**src/rtl/gsr_pkg.sv**
```systemverilog
package gsr_pkg;

  typedef enum logic {
    IDLE_HOLD  = 1'b0,
    IDLE_CLEAR = 1'b1
  } idle_e;

  // Start index of group g, read from a packed list of 8-bit bounds.
  function automatic int grp_start(input logic [255:0] lo_list, input int g);
    return int'(lo_list[g*8 +: 8]);
  endfunction

  // Nonzero when more than one bit of v is set.
  function automatic logic multi_hot(input logic [63:0] v);
    return (v & (v - 64'd1)) != 64'd0;
  endfunction

endpackage

```
**src/rtl/gsr_group_merge.sv**
```systemverilog
module gsr_group_merge #(
  parameter int DW = 64,
  parameter int W  = 3
) (
  input  logic [W-1:0]    en_i,
  input  logic [W*DW-1:0] data_i,
  output logic            hit_o,
  output logic            multi_o,
  output logic [DW-1:0]   word_o
);
  import gsr_pkg::*;

  logic [DW-1:0] acc;

  // AND-OR merge: no priority among members of the group.
  always_comb begin
    acc = '0;
    for (int k = 0; k < W; k++) begin
      acc = acc | ({DW{en_i[k]}} & data_i[k*DW +: DW]);
    end
  end

  assign word_o  = acc;
  assign hit_o   = |en_i;
  assign multi_o = multi_hot(64'(en_i));

endmodule

```
**src/rtl/gsr_prio_pick.sv**
```systemverilog
module gsr_prio_pick #(
  parameter int DW    = 64,
  parameter int N_GRP = 3
) (
  input  logic [N_GRP-1:0]    hit_i,
  input  logic [N_GRP*DW-1:0] word_i,
  output logic                any_o,
  output logic [DW-1:0]       word_o
);
  // Walk from the lowest-priority group up, so the lowest index wins.
  always_comb begin
    word_o = '0;
    for (int g = N_GRP - 1; g >= 0; g--) begin
      if (hit_i[g]) word_o = word_i[g*DW +: DW];
    end
  end

  assign any_o = |hit_i;

endmodule

```
**src/rtl/grp_sel_reg.sv**
```systemverilog
module grp_sel_reg
  import gsr_pkg::*;
#(
  parameter int                 DW     = 64,
  parameter int                 N_EN   = 7,
  parameter int                 N_GRP  = 3,
  parameter logic [N_GRP*8-1:0] GRP_LO = {8'd6, 8'd3, 8'd0},
  parameter idle_e              IDLE   = IDLE_HOLD
) (
  input  logic               clk,
  input  logic               rst_n,
  input  logic [N_EN-1:0]    en_i,
  input  logic [N_EN*DW-1:0] data_i,
  output logic [DW-1:0]      q_o,
  output logic               err_o
);
  localparam logic [255:0] LO_EXT = 256'(GRP_LO);

  logic [N_GRP-1:0]    grp_hit;
  logic [N_GRP-1:0]    grp_multi;
  logic [N_GRP*DW-1:0] grp_word;
  logic [DW-1:0]       pick_word;
  logic                load_evt;
  logic                idle_evt;
  logic                viol_evt;

  for (genvar g = 0; g < N_GRP; g++) begin : g_grp
    localparam int LO = grp_start(LO_EXT, g);
    localparam int HI = (g == N_GRP - 1) ? N_EN - 1 : grp_start(LO_EXT, g + 1) - 1;
    localparam int W  = HI - LO + 1;

    gsr_group_merge #(.DW(DW), .W(W)) u_merge (
      .en_i    (en_i[HI:LO]),
      .data_i  (data_i[HI*DW+DW-1 : LO*DW]),
      .hit_o   (grp_hit[g]),
      .multi_o (grp_multi[g]),
      .word_o  (grp_word[g*DW +: DW])
    );
  end

  gsr_prio_pick #(.DW(DW), .N_GRP(N_GRP)) u_pick (
    .hit_i  (grp_hit),
    .word_i (grp_word),
    .any_o  (load_evt),
    .word_o (pick_word)
  );

  assign idle_evt = ~load_evt;
  assign viol_evt = |grp_multi;

  always_ff @(posedge clk or negedge rst_n) begin
    if (!rst_n) begin
      q_o <= '0;
    end else if (load_evt) begin
      q_o <= pick_word;
    end else if (IDLE == IDLE_CLEAR) begin
      q_o <= '0;
    end
  end

  always_ff @(posedge clk or negedge rst_n) begin
    if (!rst_n) err_o <= 1'b0;
    else if (viol_evt) err_o <= 1'b1;
  end

  // while reset is held, both outputs are zero.
  p_reset_zero_r1: assert property (@(posedge clk)
    !rst_n |-> (q_o == '0 && !err_o));

  // hold mode keeps the word across an idle edge.
  p_idle_hold_r2: assert property (@(posedge clk) disable iff (!rst_n)
    (IDLE == IDLE_HOLD && en_i == '0) |=> $stable(q_o));

  // clear mode zeroes the word after an idle edge.
  p_idle_clear_r4: assert property (@(posedge clk) disable iff (!rst_n)
    (IDLE == IDLE_CLEAR && en_i == '0) |=> (q_o == '0));

  // any group violation raises the flag on the next edge.
  p_viol_flag_r6: assert property (@(posedge clk) disable iff (!rst_n)
    viol_evt |=> err_o);

  // the flag never drops without reset.
  p_flag_sticky_r6: assert property (@(posedge clk) disable iff (!rst_n)
    err_o |=> err_o);

endmodule

```
**config.mk**
```make
export PLATFORM = sky130hd
export DESIGN_NAME = grp_sel_reg
export DESIGN_NICKNAME = d
export VERILOG_FILES = /design/src/rtl/gsr_pkg.sv /design/src/rtl/gsr_group_merge.sv /design/src/rtl/gsr_prio_pick.sv /design/src/rtl/grp_sel_reg.sv
export SDC_FILE = /design/constraint.sdc
export NUM_CORES = 1
export LEC_CHECK = 0
export ABC_AREA = 1
export ABC_CLOCK_PERIOD_IN_PS = 1060
export BUFFER_PORTS_ARGS = -buffer_cell sky130_fd_sc_hd__buf_4
export CAP_MARGIN = 20
export CORE_AREA = 5 5 197 199
export DETAILED_ROUTE_END_ITERATION = 16
export DIE_AREA = 0 0 202 204
export PLACE_DENSITY = 0.55
export SETUP_SLACK_MARGIN = 0.05
export SYNTH_ARGS = -nofsm -noshare
export SYNTH_HDL_FRONTEND = slang
export SYNTH_SLANG_ARGS = --single-unit
```
**constraint.sdc**
```tcl
create_clock -name clk -period 1.06 [get_ports clk]
set_input_delay 0.053 -clock clk [delete_from_list [all_inputs] [get_ports clk]]
set_output_delay 0.053 -clock clk [all_outputs]
set_load 0.05 [all_outputs]
```
# ---- Word level (Yosys, flattened, before mapping)
# Index checks and enable logic that the tools add are counted.
dict set report op_classes {
  reduce_logical 7
  n_addsub 3
  bitwise 14
  n_mux 3
}
# operator count
set ops {}
lappend ops {{$and 64x64->64} 7}
lappend ops {{$or 64x64->64} 4}
lappend ops {{$mux 64} 3}
lappend ops {{$reduce_bool 64->1} 3}
lappend ops {{$and 3x64->64} 2}
lappend ops {{$and 1x64->64} 1}
lappend ops {{$reduce_or 3->1} 3}
lappend ops {{$sub 3x1->4 const B} 2}
lappend ops {{$reduce_or 7->1} 1}
lappend ops {{$sub 1x1->2 const B} 1}
dict set report word_totals {
  out_inout_bits 65
  elab_cells 29
  inputBits 457
  ff_bits 65
}

# ---- Depth between registers and ports, before layout
dict set report logic_depth {
  ltp_word 5
  mapped_depth 8
  ltp_nobuf 6
}

# ---- Hierarchy
# A second synthesis with hierarchy kept.
dict set report unflattened {
  cells_unflattened 1462
  hier_area_um2 7343.3
}
# mod n_inst seq_area_each_um2 area_each_um2 cells_per_inst
set modules_own_cells {}
lappend modules_own_cells {grp_sel_reg 1 1626.6 2482.4 274}
lappend modules_own_cells {{gsr_group_merge (g_grp[0].u_merge ...)} 2 0.0 1194.9 282}
lappend modules_own_cells {gsr_prio_pick 1 0.0 1893.1 486}
lappend modules_own_cells {{gsr_group_merge (g_grp[2].u_merge)} 1 0.0 578.1 138}

# ---- Worst setup path before layout
# OpenSTA, ideal clock, no wires.
dict set report synth_path {
  kind {reg2reg}
  startpoint {register err_o (netlist name)}
  endpoint {register err_o}
  arrival_time_ps 829
  synth_period_minus_slack_ps 967
  path_stages_with_launch 3
  slack_ps 93
  path_buffers 0
  cell_sequence {dfrtp_1 -> a21oi_1 -> o2111ai_1}
}
# element line_no
set synth_rtl {}
lappend synth_rtl {{end signal: assignment} grp_sel_reg.sv:62} ;# if (!rst_n) err_o <= 1'b0;
lappend synth_rtl {{end signal: assignment} grp_sel_reg.sv:63} ;# else if (viol_evt) err_o <= 1'b1;
lappend synth_rtl {{end: declaration} grp_sel_reg.sv:15} ;# output logic err_o

# ---- Worst setup path after layout
dict set report layout_path {
  startpoint {register q_o[28]}
  endpoint {output q_o[28]}
}
# element line_no
set layout_rtl {}
lappend layout_rtl {{start: declaration} grp_sel_reg.sv:14} ;# output logic [DW-1:0] q_o,
lappend layout_rtl {{start signal: assignment} grp_sel_reg.sv:55} ;# q_o <= pick_word;
# No word-level cell between the ends.

==> results.txt <==
----------------------------------------------------
[Run status]
  Run status ... finished, final reports clean

[Finish]
  Count of fill cells added during filler insertion ... 4069
  Highest-count cells in the layout ignoring fill and taps ... 644 x sky130_fd_sc_hd__nand2_1, 500 x sky130_fd_sc_hd__buf_4, 192 x sky130_fd_sc_hd__nand3_1
  Layout Area Growth over Synthesis ... 90.9%
  Area taken by multi-input logic gates ... 0.00400 mm^2
  Fin area ... 0.0126 mm^2
  Layout Utilization ... 34.0%
  Final net count ... 2292
  Antenna fix cells ... 0
  Most common library cell in the layout ignoring fill and taps ... sky130_fd_sc_hd__nand2_1
  Final Non-Filler Cells ... 2312
  Register cell area after layout ... 0.00163 mm^2
  Proportion of layout cells with a drive suffix above 1 ... 32.2%

[Power and ir drop]
  Sw Pwr ... 4.10 mW
  Worst voltage drop across the vdd grid ... 0.000735 V
  Cell-internal power ... 6.67 mW
  Leakage ... 7.26 nW
  Total power density per cell area ... 855 mW/mm^2
  Final total power ... 10.8 mW
  Share of power burned in combinational logic ... 47.3%
  Switching power as a share of total power ... 38.1%
  Power share of the sequential group ... 27.1%
  Part of the total power dissipated in the clock network ... 25.6%

[Clock network]
  CTS tree ... yes
  CTS buffer count ... 9
  CTS sink cnt ... 65
  H-tree depth ... 3
  Number of buffers between clock root and the deepest sink ... 2
  Clock root buffer master ... sky130_fd_sc_hd__clkbuf_16
  Clock latency on the worst-skew pair ... 0.34 ns
  Clock-pin transition on the worst setup and hold timing paths ... 0.06 ns

[STA]
  Min Clock Period, post-route ... 1.03 ns
  Final critical-path share of the clock period ... 97.0%
  Setup slack after layout ... 0.0320 ns
  Max Clk Rate ... 0.973 GHz
  Final hold slack ... 0.0255 ns
  Max-slew headroom at the worst pin ... 71.7%
  Measured slew at the worst slew-check pin ... 0.425 ns
  Hold Fails Final Rpt ... 0
  Total negative slack ... 0 ns
  Post-route clock skew ... 0 ns
  Max-slew violation count ... 0
  Unrepaired setup endpoints after global routing ... true
  Setup-failing EPs final ... 0

[Placement]
  Post-detail-place hpwl ... 31300 um
  Count of placed standard cells including taps ... 2204
  Post-Place Setup Slack ... -0.103 ns
  Post-DP Area ... 0.0113 mm^2
  Routability Congestion ... 0.860
  Port buffer count ... 521

[Setup path]
  Reg2Reg Depth ... 3
  Slowest Stage Delay on Critical Path ... 0.44 ns
  Startpoint class of the critical path ... flop
  Arrival @ worst endpoint ... 0.97 ns
  Reg2reg setup slack ... 0.21 ns
  Element type at the critical path end ... primary output
  Count of buffer and inverter cells on the critical path ... 1
  Required time of the worst setup path ... 1.01 ns
  Series of cell instances along the critical path ... buf_6
  Category of the critical setup timing path ... reg2out
  Cell class contributing the biggest share of worst-path delay ... flip-flops
  Crit path max fanout ... 2
  Critical-path cell with the highest stage delay ... sky130_fd_sc_hd__dfrtp_1
  RR Startpoint ... q_o[55]
  Capture point of the worst reg-to-reg path ... q_o[55]

[Min path]
  Number of instances on the worst hold path ... 5
  Start point of the worst min-delay path ... data_i[37]
  Min-delay worst type ... in2reg
  Endpoint, Worst Hold ... q_o[37]

[Yosys]
  Post-Synthesis Mean Instance Area ... 5.28 um^2
  Mapped Cells ... 1249
  Top post-synthesis cells by area ... sky130_fd_sc_hd__nand2_1 37%, sky130_fd_sc_hd__dfrtp_1 25%, sky130_fd_sc_hd__nand3_1 15%
  Flip-flop and latch count after synthesis ... 65
  Mapped Area ... 0.00660 mm^2
  Top cell type by total area after synthesis ... sky130_fd_sc_hd__nand2_1
  Synthesized netlist net count ... 1706
  Yosys warning total ... 0
  Area share of the leading cell type in the synthesized netlist ... 36.6%
  Number of distinct library cell variants in the gate-level netlist after synthesis ... 14
  Portion of the post-synthesis area used by sequential elements ... 24.6%

[Global routing]
  Total track usage ... 18.5%
  Sum of overflow across all layers after global routing ... 0
  Global-route wire length before repair ... 59000 um
  Number of global-route vias before repair ... 10400
  Number of antenna violations at the first check in global routing ... 0
  Pin count of the biggest net entering global routing ... 41

[Floorplanning]
  Die area ... 0.0412 mm^2
  Standard-cell rows ... 71
  Starting utilization of the core area ... 17.8%
  Floorplan core area ... 0.0370 mm^2
  Die Y-Extent ... 204 um
  Die outline width ... 202 um
  IO Count ... 522

[Route]
  Total iterations of the first detailed-routing run ... 4
  Antenna-violating nets left ... 0
  Detailed-route wire length ... 39800 um
  DR vias/cell ... 4.29
  DR DRC count ... 0
  Vias ... 9925
  1st-iter DRT viols ... 462
  Routed wirelength normalized by instance count ... 17.2 um

[Run]
  Count of maximum capacitance violations ... 0

----------------------------------------------------
==> cell families (layout without fill, tap and decap cells) <==
logic type	count (synthesis)	count (layout)	synth area share, %
AND/OR/NAND/NOR	904	904	55.3
buffers and inverters	214	803	15.0
AO/OA/AOI/OAI	66	66	5.06
flip-flops	65	65	24.6
==> worst max path at each step <==
stage / to / slack [ns] / from / cells past startpoint
global route: q_o[28] / 0.005 / q_o[28] / 1
global placement: q_o[3] / -0.09 / en_i[3] / 8
finish: q_o[28] / 0.03 / q_o[28] / 1
floorplan: err_o / 0.09 / err_o / 2
detailed placement: q_o[3] / -0.10 / en_i[3] / 8
CTS: q_o[28] / 0.01 / q_o[28] / 1
==> worst reg2reg max path, delay by kind of cell (launching register included) <==
kind                   cells  cell delay, ns
buffers and inverters      1            0.15
flip-flops                 1            0.41
AND/OR/NAND/NOR            2            0.16
==> power groups by stage <==
stage	Sequential, mW	Combinational, mW	Clock (mW)
4_1_cts	2.91	5.06	2.92
6_report	2.92	5.10	2.76
5_1_grt	2.94	5.50	2.98
3_5_place_dp	2.93	4.72	0
2_1_floorplan	3.71	1.38	0
3_3_place_gp	2.93	4.70	0
==> cells in the mapped netlist <==
library cell,instances
sky130_fd_sc_hd__nand2_1,644
sky130_fd_sc_hd__nand3_1,192
sky130_fd_sc_hd__inv_1,131
sky130_fd_sc_hd__a21oi_1,65
sky130_fd_sc_hd__dfrtp_1,65
sky130_fd_sc_hd__nor2_1,65
sky130_fd_sc_hd__buf_2,40
sky130_fd_sc_hd__buf_4,24
sky130_fd_sc_hd__clkbuf_1,11
sky130_fd_sc_hd__buf_6,6
sky130_fd_sc_hd__inv_2,2
sky130_fd_sc_hd__nor2_2,2
sky130_fd_sc_hd__nor3_4,1
sky130_fd_sc_hd__o2111ai_1,1
==> routing by layer <==
layer | GRT usage [%] | wire length [um] | vias up
li1 | - | - | 4984
met5 | 0 | 0 | -
met2 | 33.8 | 20100 | 428
met1 | 20.9 | 15600 | 4459
met4 | 6.62 | 1260 | 0
met3 | 4.76 | 2850 | 54
==> sequential cells by signal, summed over array words and instances (netlist names) <==
register and count:
q_o 64, err_o 1
==> layout make-up <==
class	count	share of cell area [%]
timing repair buffer	656	44.6
multi-input combinational	970	31.8
sequential	65	12.9
tap	474	4.71
inverter	133	3.96
clock buffer	10	1.82
clock inverter	4	0.179
==> timing repair <==
action                                 CTS  global route
hold buffers                            86             0
resized for setup                       29            19
setup buffers                            2             6
endpoints found under the hold margin  129             0
setup endpoints to repair               27            32
No activity file was read; power rests on OpenSTA's default activity.
